<file path="config.mk">
export PLATFORM = sky130hd
export DESIGN_NAME = req_tracker
export DESIGN_NICKNAME = d
export VERILOG_FILES = /design/src/rtl/req_tracker.sv
export SDC_FILE = /design/constraint.sdc
export NUM_CORES = 1
export LEC_CHECK = 0
export BUFFER_PORTS_ARGS = -buffer_cell sky130_fd_sc_hd__buf_2
export CORE_MARGIN = 5
export CORE_UTILIZATION = 50
export DETAILED_ROUTE_END_ITERATION = 6
export GPL_TIMING_DRIVEN = 1
export PLACE_DENSITY_LB_ADDON = 0.05
export SYNTH_ARGS = -nofsm -noshare
export SYNTH_HDL_FRONTEND = slang
export SYNTH_SLANG_ARGS = --single-unit
</file>
<file path="constraint.sdc">
create_clock -name clk -period 7.4 [get_ports clk]
set_clock_uncertainty 0.05 [all_clocks]
set_input_delay 1.85 -clock clk [delete_from_list [all_inputs] [get_ports clk]]
set_output_delay 1.85 -clock clk [all_outputs]
set_load 0.05 [all_outputs]
</file>
<file path="src/rtl/req_tracker.sv">
module req_tracker #(
  parameter int ADDR_W     = 16,
  parameter int LINE_BYTES = 16,
  parameter int RD_SLOTS   = 4,
  parameter int WR_SLOTS   = 4,
  parameter int MAX_OUT    = 6,
  parameter int DL_THRESH  = 256,
  localparam int OFF_W  = $clog2(LINE_BYTES),
  localparam int LINE_W = ADDR_W - OFF_W,
  localparam int LEN_W  = OFF_W + 1,
  localparam int CNT_W  = $clog2(RD_SLOTS + WR_SLOTS + 1),
  localparam int AGE_W  = $clog2(DL_THRESH + 1),
  localparam int RI_W   = (RD_SLOTS > 1) ? $clog2(RD_SLOTS) : 1,
  localparam int WI_W   = (WR_SLOTS > 1) ? $clog2(WR_SLOTS) : 1
) (
  input  logic              clk,
  input  logic              rst_n,
  input  logic              req_valid,
  input  logic [2:0]        req_type,
  input  logic [1:0]        req_mode,
  input  logic [ADDR_W-1:0] req_addr,
  input  logic [LEN_W-1:0]  req_len,
  output logic [1:0]        resp_status,
  output logic              issue_valid,
  output logic [1:0]        issue_cmd,
  output logic [LINE_W-1:0] issue_line,
  output logic              issue_super,
  input  logic              rd_done,
  input  logic [LINE_W-1:0] rd_done_line,
  input  logic              wr_done,
  input  logic [LINE_W-1:0] wr_done_line,
  output logic              hit_rd,
  output logic              hit_wr,
  output logic [CNT_W-1:0]  busy_cnt,
  output logic              proto_err,
  output logic              deadlock
);

  logic [RD_SLOTS-1:0] rd_v, rd_hit, rd_fin, rd_old;
  logic [WR_SLOTS-1:0] wr_v, wr_hit, wr_fin, wr_old;
  logic [LINE_W-1:0]   rd_line [RD_SLOTS];
  logic [LINE_W-1:0]   wr_line [WR_SLOTS];
  logic [AGE_W-1:0]    rd_age  [RD_SLOTS];
  logic [AGE_W-1:0]    wr_age  [WR_SLOTS];
  logic [RI_W-1:0]     rd_pick;
  logic [WI_W-1:0]     wr_pick;

  logic [LINE_W-1:0] req_line;
  logic [OFF_W-1:0]  req_off;
  logic              is_wr, span_bad, accept, rd_fire, wr_fire, aged;
  logic [CNT_W-1:0]  cnt_nx;
  logic              wd_on;
  logic [AGE_W-1:0]  wd_cnt;

  assign req_line = req_addr[ADDR_W-1:OFF_W];
  assign req_off  = req_addr[OFF_W-1:0];
  assign is_wr    = req_type >= 3'd2;
  assign span_bad = ({2'b0, req_off} + {1'b0, req_len}) > (LEN_W+1)'(LINE_BYTES);

  always_comb begin
    for (int i = 0; i < RD_SLOTS; i++) begin
      rd_hit[i] = rd_v[i] && rd_line[i] == req_line;
      rd_fin[i] = rd_v[i] && rd_line[i] == rd_done_line;
      rd_old[i] = rd_v[i] && rd_age[i] == AGE_W'(DL_THRESH);
    end
    for (int i = 0; i < WR_SLOTS; i++) begin
      wr_hit[i] = wr_v[i] && wr_line[i] == req_line;
      wr_fin[i] = wr_v[i] && wr_line[i] == wr_done_line;
      wr_old[i] = wr_v[i] && wr_age[i] == AGE_W'(DL_THRESH);
    end
    rd_pick = '0;
    for (int i = RD_SLOTS - 1; i >= 0; i--)
      if (!rd_v[i]) rd_pick = RI_W'(i);
    wr_pick = '0;
    for (int i = WR_SLOTS - 1; i >= 0; i--)
      if (!wr_v[i]) wr_pick = WI_W'(i);
  end

  always_comb begin
    if (span_bad)                                   resp_status = 2'd3;
    else if (|wr_hit)                               resp_status = 2'd1;
    else if (|rd_hit)                               resp_status = 2'd1;
    else if (busy_cnt >= CNT_W'(MAX_OUT) ||
             (is_wr ? &wr_v : &rd_v))               resp_status = 2'd2;
    else                                            resp_status = 2'd0;
  end

  assign accept      = req_valid && resp_status == 2'd0;
  assign issue_valid = accept;
  assign issue_line  = req_line;
  assign issue_super = req_mode == 2'd1;

  always_comb begin
    case (req_type)
      3'd0:    issue_cmd = 2'd1;
      3'd1:    issue_cmd = 2'd0;
      3'd2:    issue_cmd = 2'd2;
      default: issue_cmd = 2'd3;
    endcase
  end

  assign rd_fire = rd_done && |rd_fin;
  assign wr_fire = wr_done && |wr_fin;
  assign aged    = |rd_old || |wr_old;
  assign cnt_nx  = busy_cnt + CNT_W'(accept) - CNT_W'(rd_fire) - CNT_W'(wr_fire);

  always_ff @(posedge clk) begin
    if (!rst_n) begin
      rd_v <= '0;
      for (int i = 0; i < RD_SLOTS; i++) begin
        rd_line[i] <= '0;
        rd_age[i]  <= '0;
      end
    end else begin
      for (int i = 0; i < RD_SLOTS; i++) begin
        if (accept && !is_wr && rd_pick == RI_W'(i)) begin
          rd_v[i]    <= 1'b1;
          rd_line[i] <= req_line;
          rd_age[i]  <= '0;
        end else if (rd_done && rd_fin[i]) begin
          rd_v[i] <= 1'b0;
        end else if (rd_v[i] && rd_age[i] != AGE_W'(DL_THRESH)) begin
          rd_age[i] <= rd_age[i] + 1'b1;
        end
      end
    end
  end

  always_ff @(posedge clk) begin
    if (!rst_n) begin
      wr_v <= '0;
      for (int i = 0; i < WR_SLOTS; i++) begin
        wr_line[i] <= '0;
        wr_age[i]  <= '0;
      end
    end else begin
      for (int i = 0; i < WR_SLOTS; i++) begin
        if (accept && is_wr && wr_pick == WI_W'(i)) begin
          wr_v[i]    <= 1'b1;
          wr_line[i] <= req_line;
          wr_age[i]  <= '0;
        end else if (wr_done && wr_fin[i]) begin
          wr_v[i] <= 1'b0;
        end else if (wr_v[i] && wr_age[i] != AGE_W'(DL_THRESH)) begin
          wr_age[i] <= wr_age[i] + 1'b1;
        end
      end
    end
  end

  always_ff @(posedge clk) begin
    if (!rst_n) begin
      busy_cnt  <= '0;
      hit_rd    <= 1'b0;
      hit_wr    <= 1'b0;
      proto_err <= 1'b0;
      deadlock  <= 1'b0;
      wd_on     <= 1'b0;
      wd_cnt    <= '0;
    end else begin
      busy_cnt  <= cnt_nx;
      hit_rd    <= rd_fire;
      hit_wr    <= wr_fire;
      proto_err <= proto_err | (rd_done && !rd_fire) | (wr_done && !wr_fire);
      if (!wd_on) begin
        if (accept) begin
          wd_on  <= 1'b1;
          wd_cnt <= AGE_W'(DL_THRESH - 1);
        end
      end else if (wd_cnt == '0) begin
        if (aged) deadlock <= 1'b1;
        wd_on  <= cnt_nx != '0;
        wd_cnt <= AGE_W'(DL_THRESH - 1);
      end else begin
        wd_cnt <= wd_cnt - 1'b1;
      end
    end
  end

endmodule

</file>
; Yosys cells after proc, flatten, opt, wreduce, memory -nomap -nowiden
; Memory sizes are Yosys's and may differ from the RTL's.
; Index checks and enable logic that the tools add are counted.
[word_totals]
regBits = 26
ramBits = 168
in_bits = 55
word_cells = 311
memories = 4
[mem_list]
columns = name, words, word_bits, rd, rd_ports_with_merged_regs, wr, line_no
row1 = rd_line, 4, 12, 4, 0, 4, 41  ; logic [LINE_W-1:0] rd_line [RD_SLOTS];
row2 = wr_line, 4, 12, 4, 0, 4, 42  ; logic [LINE_W-1:0] wr_line [WR_SLOTS];
row3 = rd_age, 4, 9, 4, 0, 4, 43  ; logic [AGE_W-1:0] rd_age [RD_SLOTS];
row4 = wr_age, 4, 9, 4, 0, 4, 44  ; logic [AGE_W-1:0] wr_age [WR_SLOTS];
[classes]
add_sub_neg = 13
magnitude_cmp = 3
n_eq_ne = 41
muxes = 125
n_bitwise = 26
reduce_logical = 84
[ops]
columns = operator, count
row1 = $eq A12 B12 Y1, 16
row2 = $mux W9, 19
row3 = $mux W12, 8
row4 = $mux W1, 85
row5 = $add A9 B1 Y9 const B, 8
row6 = $eq A9 B9 Y1 const B, 8
row7 = $ne A9 B9 Y1 const B, 8
row8 = $logic_and A1 B1 Y1, 55
row9 = $or A1 B1 Y1, 26
row10 = $mux W2, 12
row11 = $reduce_or A4 Y1, 6
row12 = $reduce_bool A2 Y1, 9
row13 = $logic_not A9 Y1, 1
row14 = $sub A9 B1 Y9 const B, 1
row15 = $eq A2 B2 Y1 const B, 4
row16 = $reduce_and A4 Y1, 2
row17 = $sub A4 B1 Y4, 2
row18 = $add A4 B5 Y6, 1
row19 = $eq A2 B1 Y1 const B, 3
row20 = $gt A6 B5 Y1 const B, 1
row21 = $logic_not A2 Y1, 3
row22 = $pmux W2 S3, 1
row23 = $add A4 B1 Y4, 1
row24 = $ge A4 B3 Y1 const B, 1
row25 = 8 further kinds, 11

; Logic depth before layout (Yosys ltp)
; Gate-level depths: netlist (run 1).
[logic_depth]
depth_word = 16
ltp_mapped = 20
mapped_depth_nobuf = 19

; Worst setup path after synthesis (run 1)
; Ideal clock, no wire load.
[synth_timing]
kind = input -> output
startpoint = input req_addr[6]
endpoint = output resp_status[1]
arrival_ns = 3.913
t_required_ns = 5.500
slack_ns = 1.587
cell_stages = 7
n_path_buf = 1
path_cell_list = buf_4 xnor2_1 nand4_1 nor4_1 nor4_4 o2111ai_2 o21ai_0
[synth_via]
elab_chain_cells = 6
elab_cells_between_ends = 21
cone_classes = 8 x eq/ne / 3 x mux / 10 x reduce/logical
[synth_rtl]
columns = element, line_no
row1 = from (decl), 21  ; input logic [ADDR_W-1:0] req_addr,
row2 = $eq A12 B12 Y1, 62  ; rd_hit[i] = rd_v[i] && rd_line[i] == req_line;
row3 = $logic_and A1 B1 Y1, 62
row4 = $reduce_or A4 Y1, 82  ; else if (|rd_hit) resp_status = 2'd1;
row5 = $mux W2, 82
row6 = $mux W2 *, 81  ; else if (|wr_hit) resp_status = 2'd1;
row7 = $mux W2 *, 80  ; if (span_bad) resp_status = 2'd3;
row8 = to (decl), 23  ; output logic [1:0] resp_status,
; Every way passes the cells marked *; elsewhere a longest branch is shown, timed or not.

; Final worst setup path (run 1)
[layout_timing]
startpoint = input req_addr[8]
endpoint = output issue_valid
[layout_via]
elab_chain_cells = 8
elab_cells_between_ends = 23
cone_classes = 8 x eq/ne / 3 x mux / 12 x reduce/logical
[layout_rtl]
columns = element, line_no
row1 = $eq A12 B12 Y1, 62
row2 = $logic_and A1 B1 Y1, 62
row3 = $reduce_or A4 Y1, 82
row4 = $mux W2, 82
row5 = $mux W2 *, 81
row6 = $mux W2 *, 80
row7 = $logic_not A2 Y1 *, 88  ; assign accept = req_valid && resp_status == 2'd0;
row8 = $logic_and A1 B1 Y1 *, 88
row9 = to (decl), 24  ; output logic issue_valid,
; Marked as above.

==> results of run 1 <==
[power groups by stage]
stage	combinational, mW	clock, mW	sequential [mW]
2_1_floorplan	0.257	0	1.31
3_3_place_gp	0.340	0	1.33
3_5_place_dp	0.341	0	1.33
4_1_cts	0.343	0.964	1.30
5_1_grt	0.374	1.00	1.31
6_report	0.341	0.945	1.30
[layer usage]
metal / part of all wire, % / track usage [%] / vias to the layer above
li1: - / - / 3870
met1: 46 / 30.8 / 3855
met2: 47 / 34.1 / 225
met3: 5.7 / 3.93 / 32
met4: 1.6 / 5.92 / 0
met5: 0 / 0 / -
[critical path, delay by kind of cell]
kind            cells  cell delay, ns
simple gates        4            1.11
xor+xnor            1            0.18
compound gates      1            0.20
buf+inv             3            0.80
[Yosys cell counts, types with 22 or more instances]
master,instances,share of area [%]
dfxtp_1,26,4.5
nand2_1,37,1.2
nor2_1,74,2.4
nand4_1,38,2.1
buf_4,22,1.4
edfxtp_1,168,44
ha_1,25,2.7
nor4_1,27,1.5
and3_1,130,7.0
xnor2_1,154,12
clkbuf_1,29,0.94
inv_1,34,1.1
xor2_1,97,7.3
nand3_1,56,2.4
[cells in the final DEF (no fill, tap or decap), types with 4 or more instances in the layout]
cell and instances:
a211oi_1 5, a21o_1 15, a21oi_1 15, and2_1 12
and3_1 130, buf_2 80, buf_4 9, clkbuf_16 17
dfxtp_1 26, edfxtp_1 168, ha_1 25, inv_1 34
nand2_1 37, nand3_1 56, nand4_1 38, nor2_1 74
nor3_1 10, nor3b_1 4, nor4_1 27, nor4b_1 9
o21ai_0 5, o311ai_1 4, xnor2_1 154, xor2_1 97
[through the flow]
stage / hold WS (ns) / instance area [µm²] / setup slack, ns / cells / util (%)
after floorplan: 0.397 / 11600 / 1.59 / 1069 / -
after global placement: 0.428 / 11900 / 1.37 / 1369 / 52.6
after detailed placement: 0.412 / 11900 / 1.32 / 1369 / 52.6
after CTS: 0.421 / 12500 / 1.36 / 1400 / 55.1
after global routing: 0.476 / 12500 / 1.17 / 1400 / 55.1
final: 0.424 / 12500 / 1.35 / 1400 / 55.1
[final timing paths]
path	slack, ns	to	cells after the start
setup / recovery	1.35	issue_valid	9
hold / removal	0.42	wd_cnt[8]	2
setup reg to reg	3.11	wd_on	15
hold reg to reg	0.42	wd_cnt[8]	2
[registers in the layout, indices dropped and copies added, names as in the netlist]
name,count
wd_cnt,9
hit_wr,1
rd_line,48
wd_on,1
busy_cnt,4
proto_err,1
wr_v,4
hit_rd,1
deadlock,1
wr_line,48
wr_age,36
rd_age,36
rd_v,4
[cell type report]
| class | count | area [µm²] |
|---|---|---|
| Inverter | 35 | 131 |
| Sequential cell | 194 | 5570 |
| Timing Repair Buffer | 89 | 468 |
| Clock inverter | 14 | 163 |
| Tap cell | 285 | 357 |
| Clock buffer | 17 | 425 |
| Fill cell | 1984 | 10200 |
| Multi-Input combinational cell | 766 | 5410 |
[logic make-up (layout without fill, tap and decap cells)]
family / count (synthesis) / in the layout / share of synthesized area (%)
AOI/OAI and AO/OA: 75 / 75 / 4.76
xor gates and xnor gates: 251 / 251 / 19.0
adders and majority gates: 28 / 28 / 3.22
buffers and inverters: 109 / 155 / 5.15
DFF: 194 / 194 / 48.1
muxes: 1 / 1 / 0.0865
and+or+nand+nor: 411 / 411 / 19.7
==> impl_metrics.toml, run 1 <==
[sta]
worst_slew_pin_slew_ns = 1.15
hold_viol_final = 0
period_needed_ns = 6.05
finalCritPeriodShare_pct = 81.7
setup_tns_ns = 0
fmax_mhz = 165
slew_headroom_pct = 23.1
slew_violations = 0
rsz0062_at_grt = "no"
finalSetupViolCount = 0

[drt]
drc = 0
drt-pass1-iter-count = 5
drt-total-wl_um = 28100
routedWlPerCell_um = 20.1
via_count = 7982
postRouteAntennaNets = 0
drt_iter0_drc = 564
viasPerCell = 5.70

[synth]
synth_area_mm2 = 0.0116
synth_edf_count = 168
synth.distinct_cells = 55
syn_nets = 1152
yosysWarningCount = 0
ys_seq_area_share_pct = 48.1
synthFlopType = "edfxtp_1"
synth_seq_cells = 194
synth_cells = 1069
avgSynthCellArea_um2 = 10.8
async_reset_ff_share_pct = 0

[cells_and_area]
diodes = 0
drive_gt1_share_pct = 11.1
area_growth_pct = 8.19
final_nets = 1186

[grt]
grt_pass1_vias = 7791
grt_pass1_wl_um = 44600
grt_overflow = 0
grt_max_degree = 105
antenna_found_initial = 0
grt_usage_pct = 21.6

[setup_path]
crit_top_cell = "buf_2"
crit_arrival_ns = 4.15
slowest_stage = "nor4_1"
worstSetupStartpoint = "req_addr[8]"
r2r-start = "wr_line[3][7]"
start_kind = "input pin"
path_class = "in2out"
cp_max_fo = 17
crit_chain = "buf_2, xnor2_1, nand4_1, nor4_1, nor4_4, o2111a_1, nand3_2, inv_2, buf_2"
required_ns = 5.50
cpPeakStageDelay_ns = 0.76
critPathCaptureType = "output pin"

[min_path]
hold_start = "wd_cnt[8]"
hp-class = "reg2reg"

[place]
place_hpwl_um = 20000
port-buffer-count = 80
gp_congestion = 0.867

[run]
maxCapViolations = 0

[power_and_ir_drop]
p_int_mw = 1.90
p_clk_share_pct = 36.5
p_sw_mw = 0.689
seqPwrFrac_pct = 50.3
p_sw_share_pct = 26.6
power_density_mw_per_mm2 = 207
combPwrFrac_pct = 13.2
p_leak_nw = 4.99
power_mw = 2.59
vdd_drop_max_mv = 0.169

[clock_network]
htreeDepth = 4
clk_transition_reported_paths_ns = 0.07
cts_tree = "yes"
hold_buffers = 0
cts_resized = 0
numCtsBuffers = 17
post_cts_buffers = 0
clock_latency_ns = 0.44
cts.sinks = 194
clock-root-buffer = "clkbuf_16"
clockBufferDepth = 2

[die]
die_h_um = 162
rows = 55
core_area_mm2 = 0.0227
die_area_mm2 = 0.0263
io_pins = 81
initial_core_util_pct = 51.0
die_x_um = 162

[outcome]
status = "completed"
No activity file was read; power rests on OpenSTA's default activity.
==> inputs of run 2 (changes only) <==
--- a/config.mk
+++ b/config.mk
@@ -5,6 +5,7 @@
 export SDC_FILE = /design/constraint.sdc
 export NUM_CORES = 1
 export LEC_CHECK = 0
+export ABC_AREA = 1
 export BUFFER_PORTS_ARGS = -buffer_cell sky130_fd_sc_hd__buf_2
 export CORE_MARGIN = 5
 export CORE_UTILIZATION = 50
==> constraint.sdc (replaced) <==
create_clock -name clk -period 5.2 [get_ports clk]
set_clock_uncertainty 0.05 [all_clocks]
set_input_delay 1.3 -clock clk [delete_from_list [all_inputs] [get_ports clk]]
set_output_delay 1.3 -clock clk [all_outputs]
set_load 0.05 [all_outputs]
==> run 2 against run 1 <==
Critical path depth up 4; clock power up 47%; largest cell class unchanged; cell count up 34%.
==> impl_metrics.toml, run 2 <==
[sta]
slew_violations = 0
period_needed_ns = 4.53
finalCritPeriodShare_pct = 87.1
rsz0062_at_grt = "no"
worst_slew_pin_slew_ns = 0.733
setup_tns_ns = 0
slew_headroom_pct = 51.0
fmax_mhz = 221
finalSetupViolCount = 0
hold_viol_final = 0

[setup_path]
reg2reg_slack_ns = 1.47
reg2reg_depth = 14
crit_top_cell = "nand2_1"
required_ns = 3.85
cpPeakStageDelay_ns = 0.41
r2r-start = "rd_v[1]"
path_class = "in2out"
slowest_stage = "inv_2"
r2r_end = "wd_on"
worstSetupStartpoint = "req_addr[10]"
path_delay_family = "simple AND/OR/NAND/NOR gates"
crit_arrival_ns = 3.18
critPathCaptureType = "output pin"
start_kind = "input pin"
crit_chain = "buf_2, inv_2, nand2_1, nand2_1, nor2_1, nand2_1, nor2_1, nand2_1, nand2_1, nor2_4, nand3_2, nor2_4, buf_2"
critPathBufInv = 3
cp_max_fo = 19

[clock_network]
post_cts_buffers = 0
hold_buffers = 0
cts_resized = 0
clock-root-buffer = "clkbuf_16"
clock_latency_ns = 0.45
numCtsBuffers = 17
cts_tree = "yes"
cts.sinks = 194
clk_transition_reported_paths_ns = 0.08
htreeDepth = 4
clockBufferDepth = 2

[outcome]
status = "completed"

[cells_and_area]
final_nets = 1628
final_common_cell = "nand2_1"
final_cell_mix = "nand2_1 (334), nor2_1 (274), inv_1 (184)"
largestRegisters = "rd_line x48, wr_line x48"
diodes = 0
area_growth_pct = 9.35
drive_gt1_share_pct = 11.8

[synth]
syn_nets = 1566
yosysTopAreaCellShare_pct = 41.3
synth_area_leaders = "edfxtp_1 (41%), nand2_1 (10%), nor2_1 (8.5%)"
synth_edf_count = 168
avgSynthCellArea_um2 = 8.24
synth_seq_cells = 194
async_reset_ff_share_pct = 0
synthFlopType = "edfxtp_1"
yosysWarningCount = 0
synth_cells = 1483
synth.distinct_cells = 48
synth_area_mm2 = 0.0122
netlist_top_cells_count = "nand2_1 (334), nor2_1 (275), inv_1 (184)"
yosysTopAreaCell = "edfxtp_1"
ys_seq_area_share_pct = 45.6
synth_most_common_cell = "nand2_1"

[drt]
drt_iter0_drc = 988
drt-total-wl_um = 35000
drt-pass1-iter-count = 6
viasPerCell = 5.41
postRouteAntennaNets = 0
via_count = 10200
routedWlPerCell_um = 18.6
drc = 0

[run]
maxCapViolations = 0

[die]
initial_core_util_pct = 50.5
core_area_mm2 = 0.0242
io_pins = 81
rows = 57
die_area_mm2 = 0.0277
die_x_um = 166
die_h_um = 166

[grt]
grt_overflow = 0
grt_max_degree = 22
grt_usage_pct = 24.8
antenna_found_initial = 0
grt_pass1_vias = 9681
grt_pass1_wl_um = 53600

[power_and_ir_drop]
p_leak_nw = 5.76
power_mw = 3.80
power_density_mw_per_mm2 = 285
vdd_drop_max_mv = 0.185

[place]
gp_congestion = 0.974
port-buffer-count = 80
place_hpwl_um = 25500

[min_path]
hold_start = "wd_cnt[8]"
holdPathEnd = "wd_cnt[8]"
hold_depth = 2
hp-class = "reg2reg"
[run 2: area by class of cell]
type                            count  area [µm²]
Clock buffer                       17         425
Clock inverter                     15         194
Fill cell                        2272       10800
Inverter                          195         732
Multi-Input combinational cell   1043        5530
Sequential cell                   194        5570
Tap cell                          324         405
Timing Repair Buffer               94         505
[run 2: metrics by stage]
step           util [%]  hold WS, ns  area (µm²)  cells  worst slack (ns)
2_1_floorplan         -        0.362       12200   1483            0.0954
3_3_place_gp       52.7        0.373       12700   1850             0.492
3_5_place_dp       52.7        0.378       12700   1850             0.483
4_1_cts            55.2        0.390       13400   1882             0.657
5_1_grt            55.2        0.398       13400   1882             0.491
6_report           55.2        0.391       13400   1882             0.669
[run 2: report_power, final]
group          leakage [nW]  total [mW]  internal, mW  switching, mW
registers              1.95        1.86          1.77         0.0833
logic                  3.50       0.558         0.175          0.383
clock network         0.302        1.39         0.697          0.690
total                  5.76        3.80          2.65           1.16
[run 2: logic make-up (layout without fill, tap and decap cells)]
family	count (synthesis)	count (layout)	share of synthesized area, %
and+or+nand+nor	798	798	28.8
adders and majority gates	28	28	3.05
buffers and inverters	246	321	9.27
DFF	194	194	45.6
AOI/OAI and AO/OA	112	112	5.78
xor gates and xnor gates	105	105	7.53
[run 2: worst max-delay path by stage]
stage	to	cells after the start	slack [ns]
after floorplan	wd_on	16	0.1
after global placement	wd_on	18	0.49
after detailed placement	wd_on	18	0.48
after CTS	issue_valid	11	0.66
after global routing	issue_valid	13	0.49
final	issue_valid	13	0.67
[run 2: tightest hold or removal path: cells and delay by family (launching register included)]
kind	cells	cell delay, ns
flip-flops	1	0.31
AND/OR/NAND/NOR	1	0.05
AO/OA/AOI/OAI	1	0.04
[run 2: layer usage]
metal / GRT usage (%) / share of wire [%] / wire, µm / up-vias
met5: 0 / 0 / 0 / -
li1: - / - / - / 4938
met4: 8.79 / 3.1 / 1090 / 0
met1: 34.7 / 44 / 15400 / 4722
met2: 38.4 / 44 / 15400 / 443
met3: 5.14 / 9.1 / 3180 / 81
